File: src/rtl/erase_seq_pkg.sv
package erase_seq_pkg;
    typedef enum logic [2:0] {
        ST_IDLE, ST_HOST_RD, ST_PULSE, ST_CHECK,
        ST_HALTING, ST_PARKED, ST_PASS, ST_FAIL
    } seq_state_t;

    typedef enum logic [1:0] {
        POL_ABORT  = 2'b00,
        POL_FINISH = 2'b01,
        POL_GUARD  = 2'b10,
        POL_ALT    = 2'b11
    } policy_t;

    localparam logic [1:0] PK_NONE   = 2'b00;
    localparam logic [1:0] PK_ERASE  = 2'b01;
    localparam logic [1:0] PK_VERIFY = 2'b10;
endpackage

File: src/rtl/erase_phase_timer.sv
module erase_phase_timer #(
    parameter int W = 8
) (
    input  logic         clk,
    input  logic         rst_n,
    input  logic         load,
    input  logic [W-1:0] load_val,
    output logic         last
);
    logic [W-1:0] cnt;

    always_ff @(posedge clk or negedge rst_n) begin
        if (!rst_n)
            cnt <= '0;
        else if (load)
            cnt <= load_val;
        else if (cnt != '0)
            cnt <= cnt - 1'b1;
    end

    assign last = (cnt == '0);
endmodule

File: src/rtl/erase_susp_accum.sv
module erase_susp_accum #(
    parameter int unsigned LIMIT = 100
) (
    input  logic clk,
    input  logic rst_n,
    input  logic clr,
    input  logic inc,
    output logic reached
);
    localparam int AW = $clog2(LIMIT + 1);
    localparam logic [AW-1:0] LIM_V = AW'(LIMIT);

    logic [AW-1:0] acc;

    always_ff @(posedge clk or negedge rst_n) begin
        if (!rst_n)
            acc <= '0;
        else if (clr)
            acc <= '0;
        else if (inc && acc != LIM_V)
            acc <= acc + 1'b1;
    end

    assign reached = (acc == LIM_V);
endmodule

File: src/rtl/erase_step_seq.sv
module erase_step_seq
    import erase_seq_pkg::*;
#(
    parameter int unsigned ERS_CYC   = 125000,
    parameter int unsigned VFY_CYC   = 12500,
    parameter int unsigned SUSP_CYC  = 12500,
    parameter int unsigned MAX_LOOPS = 8,
    parameter int unsigned GUARD_LIM = 8000000,
    localparam int LVL_W = (MAX_LOOPS > 1) ? $clog2(MAX_LOOPS) : 1
) (
    input  logic             clk,
    input  logic             rst_n,
    input  logic             erase_start,
    input  logic             verify_pass,
    input  logic             rd_req,
    input  logic             rd_done,
    input  logic [1:0]       policy_sel,
    output logic             erase_done,
    output logic             erase_fail,
    output logic             rd_grant,
    output logic [1:0]       pulse_kind,
    output logic [LVL_W-1:0] step_level,
    output logic             suspended,
    output logic             guard_hit
);
    localparam int unsigned M1   = (ERS_CYC > VFY_CYC) ? ERS_CYC : VFY_CYC;
    localparam int unsigned TMAX = (M1 > SUSP_CYC) ? M1 : SUSP_CYC;
    localparam int TW = $clog2(TMAX + 1);
    localparam logic [TW-1:0] T_ERS  = TW'(ERS_CYC - 1);
    localparam logic [TW-1:0] T_VFY  = TW'(VFY_CYC - 1);
    localparam logic [TW-1:0] T_SUSP = TW'(SUSP_CYC - 1);
    localparam logic [LVL_W-1:0] LVL_TOP = LVL_W'(MAX_LOOPS - 1);

    seq_state_t       st, nxt;
    logic             tload, tlast;
    logic [TW-1:0]    tval;
    logic             lvl_clr, lvl_inc, adv_set, adv_clr, adv_q;
    logic             acc_clr, abort_ok;
    logic [LVL_W-1:0] lvl_q;

    erase_phase_timer #(.W(TW)) u_timer (
        .clk(clk), .rst_n(rst_n), .load(tload), .load_val(tval), .last(tlast)
    );

    erase_susp_accum #(.LIMIT(GUARD_LIM)) u_accum (
        .clk(clk), .rst_n(rst_n), .clr(acc_clr),
        .inc(st == ST_HALTING || st == ST_PARKED), .reached(guard_hit)
    );

    always_comb begin
        unique case (policy_t'(policy_sel))
            POL_ABORT:  abort_ok = 1'b1;
            POL_GUARD:  abort_ok = !guard_hit;
            POL_FINISH,
            POL_ALT:    abort_ok = 1'b0;
        endcase
    end

    // next-state logic
    always_comb begin
        nxt = st; tload = 1'b0; tval = '0;
        lvl_clr = 1'b0; lvl_inc = 1'b0; adv_set = 1'b0; adv_clr = 1'b0; acc_clr = 1'b0;
        unique case (st)
            ST_IDLE: begin
                if (erase_start) begin
                    nxt = ST_PULSE; tload = 1'b1; tval = T_ERS;
                    lvl_clr = 1'b1; acc_clr = 1'b1;
                end else if (rd_req) begin
                    nxt = ST_HOST_RD;
                end
            end
            ST_HOST_RD: if (rd_done && !rd_req) nxt = ST_IDLE;
            ST_PULSE: begin
                if (rd_req && abort_ok) begin
                    nxt = ST_HALTING; tload = 1'b1; tval = T_SUSP; adv_clr = 1'b1;
                end else if (tlast) begin
                    nxt = ST_CHECK; tload = 1'b1; tval = T_VFY;
                end
            end
            ST_CHECK: begin
                if (tlast) begin
                    if (verify_pass) nxt = ST_PASS;
                    else if (lvl_q == LVL_TOP) nxt = ST_FAIL;
                    else if (rd_req) begin
                        nxt = ST_PARKED; adv_set = 1'b1;
                    end else begin
                        nxt = ST_PULSE; tload = 1'b1; tval = T_ERS; lvl_inc = 1'b1;
                    end
                end else if (rd_req && abort_ok) begin
                    nxt = ST_HALTING; tload = 1'b1; tval = T_SUSP; adv_clr = 1'b1;
                end
            end
            ST_HALTING: if (tlast) nxt = ST_PARKED;
            ST_PARKED: begin
                if (rd_done && !rd_req) begin
                    nxt = ST_PULSE; tload = 1'b1; tval = T_ERS; lvl_inc = adv_q;
                end
            end
            ST_PASS, ST_FAIL: nxt = ST_IDLE;
        endcase
    end

    // state register and loop bookkeeping
    always_ff @(posedge clk or negedge rst_n) begin
        if (!rst_n) begin
            st    <= ST_IDLE;
            lvl_q <= '0;
            adv_q <= 1'b0;
        end else begin
            st <= nxt;
            if (lvl_clr)      lvl_q <= '0;
            else if (lvl_inc) lvl_q <= lvl_q + 1'b1;
            if (adv_set)      adv_q <= 1'b1;
            else if (adv_clr) adv_q <= 1'b0;
        end
    end

    // outputs
    always_comb begin
        erase_done = 1'b0; erase_fail = 1'b0; rd_grant = 1'b0;
        pulse_kind = PK_NONE; suspended = 1'b0;
        unique case (st)
            ST_IDLE:    ;
            ST_HOST_RD: rd_grant = 1'b1;
            ST_PULSE:   pulse_kind = PK_ERASE;
            ST_CHECK:   pulse_kind = PK_VERIFY;
            ST_HALTING: suspended = 1'b1;
            ST_PARKED:  begin suspended = 1'b1; rd_grant = 1'b1; end
            ST_PASS:    erase_done = 1'b1;
            ST_FAIL:    erase_fail = 1'b1;
        endcase
    end

    assign step_level = lvl_q;
endmodule

File: config.mk
export PLATFORM = sky130hd
export DESIGN_NAME = erase_step_seq
export DESIGN_NICKNAME = d
export VERILOG_FILES = /design/src/rtl/erase_seq_pkg.sv /design/src/rtl/erase_phase_timer.sv /design/src/rtl/erase_susp_accum.sv /design/src/rtl/erase_step_seq.sv
export SDC_FILE = /design/constraint.sdc
export NUM_CORES = 1
export LEC_CHECK = 0
export CORE_AREA = 2 2 90 71
export CTS_BUF_LIST = sky130_fd_sc_hd__clkbuf_4
export DETAILED_ROUTE_END_ITERATION = 8
export DIE_AREA = 0 0 92 73
export DONT_BUFFER_PORTS = 1
export PLACE_DENSITY = 0.66
export SETUP_SLACK_MARGIN = 0.2
export SLEW_MARGIN = 20
export SYNTH_ARGS = -nofsm -noshare
export SYNTH_HDL_FRONTEND = slang
export SYNTH_SLANG_ARGS = --single-unit
File: constraint.sdc
create_clock -name clk -period 2 [get_ports clk]
set_input_delay 0.1 -clock clk [delete_from_list [all_inputs] [get_ports clk]]
set_output_delay 0.1 -clock clk [all_outputs]
set_load 0.01 [all_outputs]
==> results.sh, run 1 <==
export IMPL_status="finished with violations"
export IMPL_failed_checks="negative setup slack"
export IMPL_timing_final_crit_share=1.081
export IMPL_drt_iter0_drc=245
export IMPL_drive_gt1_frac=0.4505
export IMPL_synth_top_area_share=0.4148
export IMPL_cp_cell_sequence="inv_1 -> ha_2 -> nor4b_4 -> nand4_1 -> buf_4 -> buf_6 -> buf_8 -> nand4b_1 -> xor2_1 -> nand3_1"
export IMPL_synth_cell_types=58
export IMPL_holdPathEnd="st[2]"
export IMPL_crit_path_max_incr_delay_ns=0.40
export IMPL_placed_cells=425
export IMPL_combinationalPowerShare=0.513
export IMPL_synth_seq_area_share=0.4148
export IMPL_routabilityCongestion=0.8742
export IMPL_antenna_found_initial=0
export IMPL_startpoint_type="flop"
export IMPL_reg2reg_from="u_timer.cnt[1]"
export IMPL_synth_top_cell_by_area="dfrtp_1"
export IMPL_cts_tree="yes"
export IMPL_place_hpwl_mm=4.963
export IMPL_p_clk_frac=0.121
export IMPL_grt_pass1_vias=2565
export IMPL_cts_root_buf="clkbuf_4"
export IMPL_min_path_type="input pin to flop"
export IMPL_fill_cells=430
export IMPL_p_leak_nw=1.647
export IMPL_seq_area_sq_um=1177
export IMPL_arrival_ns=2.41
export IMPL_firstDrtPassIters=5
export IMPL_r2r_end="u_timer.cnt[6]"
export IMPL_slew_headroom=0.7108
export IMPL_fin_util=0.6846
export IMPL_finalHoldViolCount=0
export IMPL_die_w_um=92
export IMPL_peakVddDrop_mv=0.5303
export IMPL_grt_overflow=0
export IMPL_clockBufferDepth=2
export IMPL_hp_start="verify_pass"
export IMPL_wire_per_inst_um=19.32
export IMPL_end_kind="flop"
export IMPL_portBuffers=0
export IMPL_ant_nets=0
export IMPL_start_util=0.4771
export IMPL_setup_ws_ns=-0.1619
export IMPL_fmax_mhz=462.6
export IMPL_finalSetupViolCount=16
export IMPL_async_flop_share=1.000
export IMPL_holdWs_ns=0.04669
export IMPL_rsz0062_at_grt="true"
export IMPL_syn_inst=305
export IMPL_grt_pass1_wl_mm=12.77
export IMPL_clkTransAtPathRegs_ns=0.16
export IMPL_vias=2779
export IMPL_p_int_w=0.002287
export IMPL_clock_sinks=47
export IMPL_synthTopCellsByArea="dfrtp_1 (41%), nand3_1 (4.1%), nand2_1 (3.4%)"
export IMPL_reg2reg_depth=10
export IMPL_antenna_cells=0
export IMPL_clock_skew_ns=0.02504
export IMPL_viasPerCell=5.976
export IMPL_period_needed_ns=2.162
export IMPL_p_sw_w=0.001668
export IMPL_report_final_slew_viol_count=0
export IMPL_synth_edf_count=0
export IMPL_ys_warn_count=0
export IMPL_pwr_density_cell_nw_per_um2=972.1
export IMPL_maxCapViolations=0
export IMPL_grt_usage=0.2404
export IMPL_tightest_slew_ns=0.4329
export IMPL_required_ns=2.25
export IMPL_ys_flop_type="dfrtp_1"
export IMPL_die_area_sq_um=6716
export IMPL_rows=25
export IMPL_ys_ff_latch=47
export IMPL_cts_max_level=2
export IMPL_grt_start_max_net_pins=48
export IMPL_synth_area_sq_um=2835
export IMPL_cts_buffers=5
export IMPL_fin_nets=396
export IMPL_die_y_um=73
export IMPL_multi_input_area_sq_um=1976
export IMPL_core_area_sq_um=5943
export IMPL_finalSetupTns_ns=-0.6840
export IMPL_final_cells=465
export IMPL_critPathKind="flop to flop"
export IMPL_synth_nets=318
export IMPL_drc=0
export IMPL_ios=18
export IMPL_clk_latency_ns=0.37
export IMPL_power_frac_seq=0.366
export IMPL_avgSynthCellArea_sq_um=9.296
export IMPL_netSwitchingFraction=0.4217
export IMPL_crit_fanout=7
export IMPL_place_ws_ns=-0.02388
export IMPL_wirelength_mm=8.982
export IMPL_rrSetupSlack_ns=-0.16
export IMPL_min_path_cells=4
export IMPL_critical_path_slowest_cell="dfrtp_1"
export IMPL_area_delta_synth_final_pct=43.51
[metal layers]
layer,vias up,wire (um),GRT usage
met3,18,536,0.05372
met4,0,180,0.05804
met1,1355,4116,0.3570
met5,-,0,0
li1,1290,-,-
met2,116,4149,0.3587
[state kept, by name, summed over array words and instances, names as in the netlist]
signal and cells:
st 3, adv_q 1, u_timer.cnt 17, u_accum.acc 23
step_level 3
[cell families (layout without fill, tap and decap cells)]
group	Yosys count	count (layout)	share of synthesized area
multiplexers	4	4	0.01500
XOR/XNOR	17	17	0.05251
flip-flops	47	47	0.4148
AO/OA/AOI/OAI	66	67	0.1567
AND/OR/NAND/NOR	143	143	0.2979
buffers and inverters	23	101	0.04104
adder cells (fa/ha/maj)	5	5	0.02207
[area by class of cell]
class / instances / area share
Clock buffer: 6 / 0.01107
Clock inverter: 2 / 0.001845
Inverter: 13 / 0.01199
Multi-Input combinational cell: 236 / 0.4855
Sequential cell: 47 / 0.2894
Tap cell: 81 / 0.02491
Timing Repair Buffer: 80 / 0.1753
[power groups by stage]
stage               registers [W]  logic (W)  clock network [W]
floorplan                 0.00139   0.000828                  0
global placement          0.00139    0.00137                  0
detailed placement        0.00140    0.00139                  0
CTS                       0.00141    0.00168           0.000468
global route              0.00147    0.00218           0.000530
finish                    0.00145    0.00203           0.000479
[metrics by stage]
stage                     total power, W  instance area [sq um]
after floorplan                 0.002215                   2869
after global placement          0.002756                   3289
after detailed placement        0.002786                   3289
after CTS                       0.003562                   3774
after global routing            0.004174                   4069
final                           0.003956                   4069
[synth_stat cells, types with 2 or more instances]
| cell | n |
|---|---|
| nor2_1 | 18 |
| xnor2_1 | 6 |
| or4_1 | 9 |
| ha_1 | 5 |
| nor2b_1 | 8 |
| nand2b_1 | 4 |
| buf_6 | 3 |
| nand2_1 | 26 |
| and4_1 | 3 |
| o21ai_0 | 8 |
| nand4_1 | 5 |
| inv_1 | 13 |
| mux2_1 | 2 |
| nand4b_1 | 4 |
| o21ai_1 | 16 |
| a21oi_2 | 2 |
| and4_4 | 2 |
| nor4_1 | 3 |
| o211ai_1 | 5 |
| xor2_1 | 11 |
| and3_1 | 2 |
| o31ai_1 | 8 |
| mux2i_1 | 2 |
| nor4_2 | 2 |
| or3_1 | 8 |
| nand3_1 | 23 |
| a21oi_1 | 12 |
| nor4b_1 | 6 |
| dfrtp_1 | 47 |
| nor3_1 | 9 |
| buf_2 | 6 |
[repair_timing]
action                                  4_1_cts  5_1_grt
buffers inserted                             22        6
pin swaps                                    36       31
cloned                                        1        0
hold endpoints to repair                     48        0
resized for setup                            45       63
hold buffers                                  3        0
endpoints found under the setup margin       44       49
[worst max-delay path: cells and delay by family (launching register included)]
family | cells | cell delay (ns)
DFF | 1 | 0.40
xor gates and xnor gates | 1 | 0.25
adders and majority gates | 1 | 0.20
buffers and inverters | 4 | 0.51
and+or+nand+nor | 4 | 0.70
[layout by cell type, fill, tap and decap left out, types with 4 or more instances in the layout]
master    Yosys  layout
nor3_2        1       5
buf_6         3      16
or3_4         0       4
or4_1         9       4
nor4b_2       0       4
inv_1        13      13
dfrtp_1      47      46
nand3_1      23      14
nor2b_1       8       7
o21ai_2       1       7
o31ai_1       8       7
nor3_1        9       5
nand2_1      26      21
nand4b_1      4       4
o21ai_1      16      13
buf_4         0      58
nand4_1       5       5
clkbuf_4      0       6
a21oi_2       2      10
xnor2_1       6       4
a21oi_1      12       4
nand3_2       0       9
nand2b_1      4       4
or4_4         1       6
o211ai_1      5       5
or3_1         8       4
nor2_1       18      16
xor2_1       11      11
and4_4        2       5
[how the worst max path moves through the flow]
stage | endpoint | from | slack, ns
finish | u_timer.cnt[6] | u_timer.cnt[1] | -0.16
CTS | u_timer.cnt[15] | u_timer.cnt[5] | 0.03
global placement | u_timer.cnt[15] | u_timer.cnt[3] | 0.006
floorplan | step_level[0] | step_level[0] | 0.18
detailed placement | u_timer.cnt[15] | u_timer.cnt[3] | -0.02
global route | u_timer.cnt[6] | u_timer.cnt[1] | -0.20
(Power assumes the default switching activity.)
==> run 2, diff against run 1 <==
--- a/config.mk
+++ b/config.mk
@@ -5,14 +5,15 @@
 export SDC_FILE = /design/constraint.sdc
 export NUM_CORES = 1
 export LEC_CHECK = 0
-export CORE_AREA = 2 2 90 71
+export CORE_AREA = 2 2 93 72
 export CTS_BUF_LIST = sky130_fd_sc_hd__clkbuf_4
 export DETAILED_ROUTE_END_ITERATION = 8
-export DIE_AREA = 0 0 92 73
+export DIE_AREA = 0 0 95 74
 export DONT_BUFFER_PORTS = 1
 export PLACE_DENSITY = 0.66
 export SETUP_SLACK_MARGIN = 0.2
 export SLEW_MARGIN = 20
 export SYNTH_ARGS = -nofsm -noshare
 export SYNTH_HDL_FRONTEND = slang
+export SYNTH_HIERARCHICAL = 1
 export SYNTH_SLANG_ARGS = --single-unit
==> run 2 against run 1 <==
  * The flow still finishes with violations (negative setup slack)
  * Clock power up 4.2%
  * Wire length down 8.8%
  * Clock skew down 0.017 ns
  * Cell area up 6.9%
  * Combinational power up 40%
  * Via count up 4.7%
  * Worst setup slack worse by 0.40 ns
  * Final cell count up 11%
  * Synthesized cell count up 7.5%
  * Die area up 4.7%
  * Fmax down 16%
==> results.sh, run 2 <==
export IMPL_fin_util=0.7056
export IMPL_design_area_sq_um=4348
export IMPL_ios=18
export IMPL_mostFrequentLayoutCell="buf_4"
export IMPL_die_w_um=95
export IMPL_report_final_slew_viol_count=0
export IMPL_clock_skew_ns=0.007850
export IMPL_p_leak_nw=1.870
export IMPL_grt_pass1_vias=2800
export IMPL_route_met2_wl_mm=3.801
export IMPL_viasPerCell=5.650
export IMPL_grt_overflow=0
export IMPL_biggestRegsByFlops="u_accum/acc x23, u_timer/cnt x17"
export IMPL_fin_nets=446
export IMPL_firstDrtPassIters=5
export IMPL_crit_path_max_incr_delay_ns=0.57
export IMPL_period_needed_ns=2.560
export IMPL_clkTransAtPathRegs_ns=0.15
export IMPL_place_ws_ns=-0.4924
export IMPL_largest_reg_flops=23
export IMPL_required_ns=2.28
export IMPL_crit_fanout=2
export IMPL_place_hpwl_mm=5.471
export IMPL_min_path_type="input pin to flop"
export IMPL_antenna_found_initial=0
export IMPL_fmax_mhz=390.6
export IMPL_place_area_sq_um=3756
export IMPL_startpoint_type="flop"
export IMPL_fill_cells=437
export IMPL_peakVddDrop_mv=0.5176
export IMPL_maxCapViolations=0
export IMPL_placed_cells=476
export IMPL_synth_area_sq_um=2984
export IMPL_cts_root_buf="clkbuf_4"
export IMPL_clockBufferDepth=2
export IMPL_ant_nets=0
export IMPL_synth_cell_types=62
export IMPL_die_y_um=74
export IMPL_syn_inst=328
export IMPL_yosysMostFrequentCell="dfrtp_1"
export IMPL_ys_flop_type="dfrtp_1"
export IMPL_ys_ff_latch=47
export IMPL_cts_max_level=2
export IMPL_ys_warn_count=6
export IMPL_clk_latency_ns=0.38
export IMPL_timing_final_crit_share=1.280
export IMPL_grt_pass1_wl_mm=13.38
export IMPL_synth_top_cell_by_area="dfrtp_1"
export IMPL_largest_register="u_accum/acc"
export IMPL_cts_tree="yes"
export IMPL_netlist_top_cells_count="dfrtp_1 (47), nand2_1 (34), nor2_1 (26)"
export IMPL_rsz0062_at_grt="true"
export IMPL_synth_seq_area_share=0.3941
export IMPL_rrSetupSlack_ns=-0.56
export IMPL_avgSynthCellArea_sq_um=9.098
export IMPL_final_cells=515
export IMPL_core_area_sq_um=6162
export IMPL_drt_iter0_drc=166
export IMPL_grt_usage=0.2444
export IMPL_grt_start_max_net_pins=48
export IMPL_die_area_sq_um=7030
export IMPL_area_delta_synth_final_pct=45.70
export IMPL_final_cell_mix="buf_4 (91), dfrtp_1 (47), nand2_1 (29)"
export IMPL_setup_ws_ns=-0.5602
export IMPL_routabilityCongestion=0.8648
export IMPL_critPathKind="flop to flop"
export IMPL_pwr_density_cell_nw_per_um2=1075
export IMPL_start_util=0.4843
export IMPL_cp_cell_sequence="or4_4 -> nor4_4 -> and2_4 -> nand2_4 -> buf_4 -> buf_4 -> a311o_1 -> a41o_1 -> o311a_1"
export IMPL_status="finished with violations"
export IMPL_met1_length_mm=3.930
export IMPL_synth_top_area_share=0.3941
export IMPL_rows=25
export IMPL_drc=0
export IMPL_antenna_cells=0
export IMPL_cts_buffers=5
export IMPL_clock_sinks=47
export IMPL_wl_met3_um=392
export IMPL_wire_per_inst_um=15.90
export IMPL_async_flop_share=1.000
export IMPL_synth_edf_count=0
export IMPL_end_kind="flop"
export IMPL_critical_path_slowest_cell="or4_4"
export IMPL_synthTopCellsByArea="dfrtp_1 (39%), o31ai_1 (4.8%), nand2_1 (4.3%)"
export IMPL_arrival_ns=2.84
export IMPL_crit_path_frequent_cell="buf_4"
export IMPL_portBuffers=0
export IMPL_vias=2910
export IMPL_wirelength_mm=8.190
export IMPL_finalHoldViolCount=0
export IMPL_highest_layer="met4"
export IMPL_failed_checks="negative setup slack"
export IMPL_drive_gt1_frac=0.4078
export IMPL_finalSetupViolCount=29
export IMPL_finalPower_w=0.004675
## run 2: cell types whose count changed after synthesis, moves of 5 or more
cell      before  now
nand3_1       23   13
o31ai_1        8   19
nand2_1       26   34
clkbuf_1       1    8
a21oi_1       12   21
o21ai_1       16    6
nor4b_1        6    1
o21ai_0        8    3
nor2_1        18   26
## run 2: layout make-up
cell class              instances  area, sq um  area share
inverters                       9        33.78    0.007770
well taps                      81        101.3     0.02331
clock inverters                 3        23.77    0.005468
flip-flops and latches         47         1176      0.2705
multi-input cells             260         2056      0.4728
clock buffers                   5        37.54    0.008633
repair buffers                110        919.6      0.2115
## run 2: layer usage
| metal | up-vias | global-route usage |
|---|---|---|
| li1 | 1414 | - |
| met5 | - | 0 |
| met4 | 0 | 0.05314 |
| met2 | 64 | 0.3853 |
| met3 | 5 | 0.04559 |
| met1 | 1427 | 0.3554 |
## run 2: critical path: cells and delay by family (launching register included)
kind	cells	cell delay (ns)
simple gates	4	1.14
compound gates	3	0.67
flops	1	0.41
buf+inv	2	0.24
## run 2: timing repair
| action | in CTS | in global routing |
|---|---|---|
| endpoints found under the setup margin | 32 | 45 |
| pin swaps | 9 | 12 |
| resized for setup | 21 | 38 |
| endpoints found under the hold margin | 49 | 0 |
| setup buffers | 14 | 10 |
| cloned | 2 | 0 |
| hold buffers | 5 | 0 |
## run 2: worst paths after layout
check	from	endpoint	cells after the start
worst min register to register	adv_q	adv_q	1
min in group asynchronous	rst_n	u_timer/cnt[1]	2
worst max-delay path	u_accum/acc[6]	st[0]	9
worst max register to register	u_accum/acc[6]	st[0]	9
worst min-delay path	rd_req	st[1]	3
max in group asynchronous	rst_n	st[0]	2
## run 2: stage by stage
stage	TNS [ns]	hold slack, ns
detailed placement	-9.047	-0.1940
CTS	-9.470	0.01792
global route	-13.70	0.02957
finish	-10.92	0.04085
global placement	-7.988	-0.1927
floorplan	-11.94	-0.1956
## run 2: power breakdown
group | switching (W) | internal, W | leakage, nW
sequential | 0.000158 | 0.00117 | 0.625
combinational | 0.00141 | 0.00144 | 1.22
clock | 0.000358 | 0.000142 | 0.0278
total | 0.00193 | 0.00275 | 1.87
## run 2: cells by family (layout without fill, tap and decap cells)
| logic type | Yosys count | after routing | share of synthesized area |
|---|---|---|---|
| mux | 6 | 6 | 0.02306 |
| flops | 47 | 47 | 0.3941 |
| simple gates | 152 | 152 | 0.3040 |
| compound gates | 74 | 75 | 0.1711 |
| other cells | 1 | 5 | 0.001257 |
| buf+inv | 26 | 127 | 0.03564 |
| fa+ha+maj | 5 | 5 | 0.02096 |
| xor+xnor | 17 | 17 | 0.04990 |
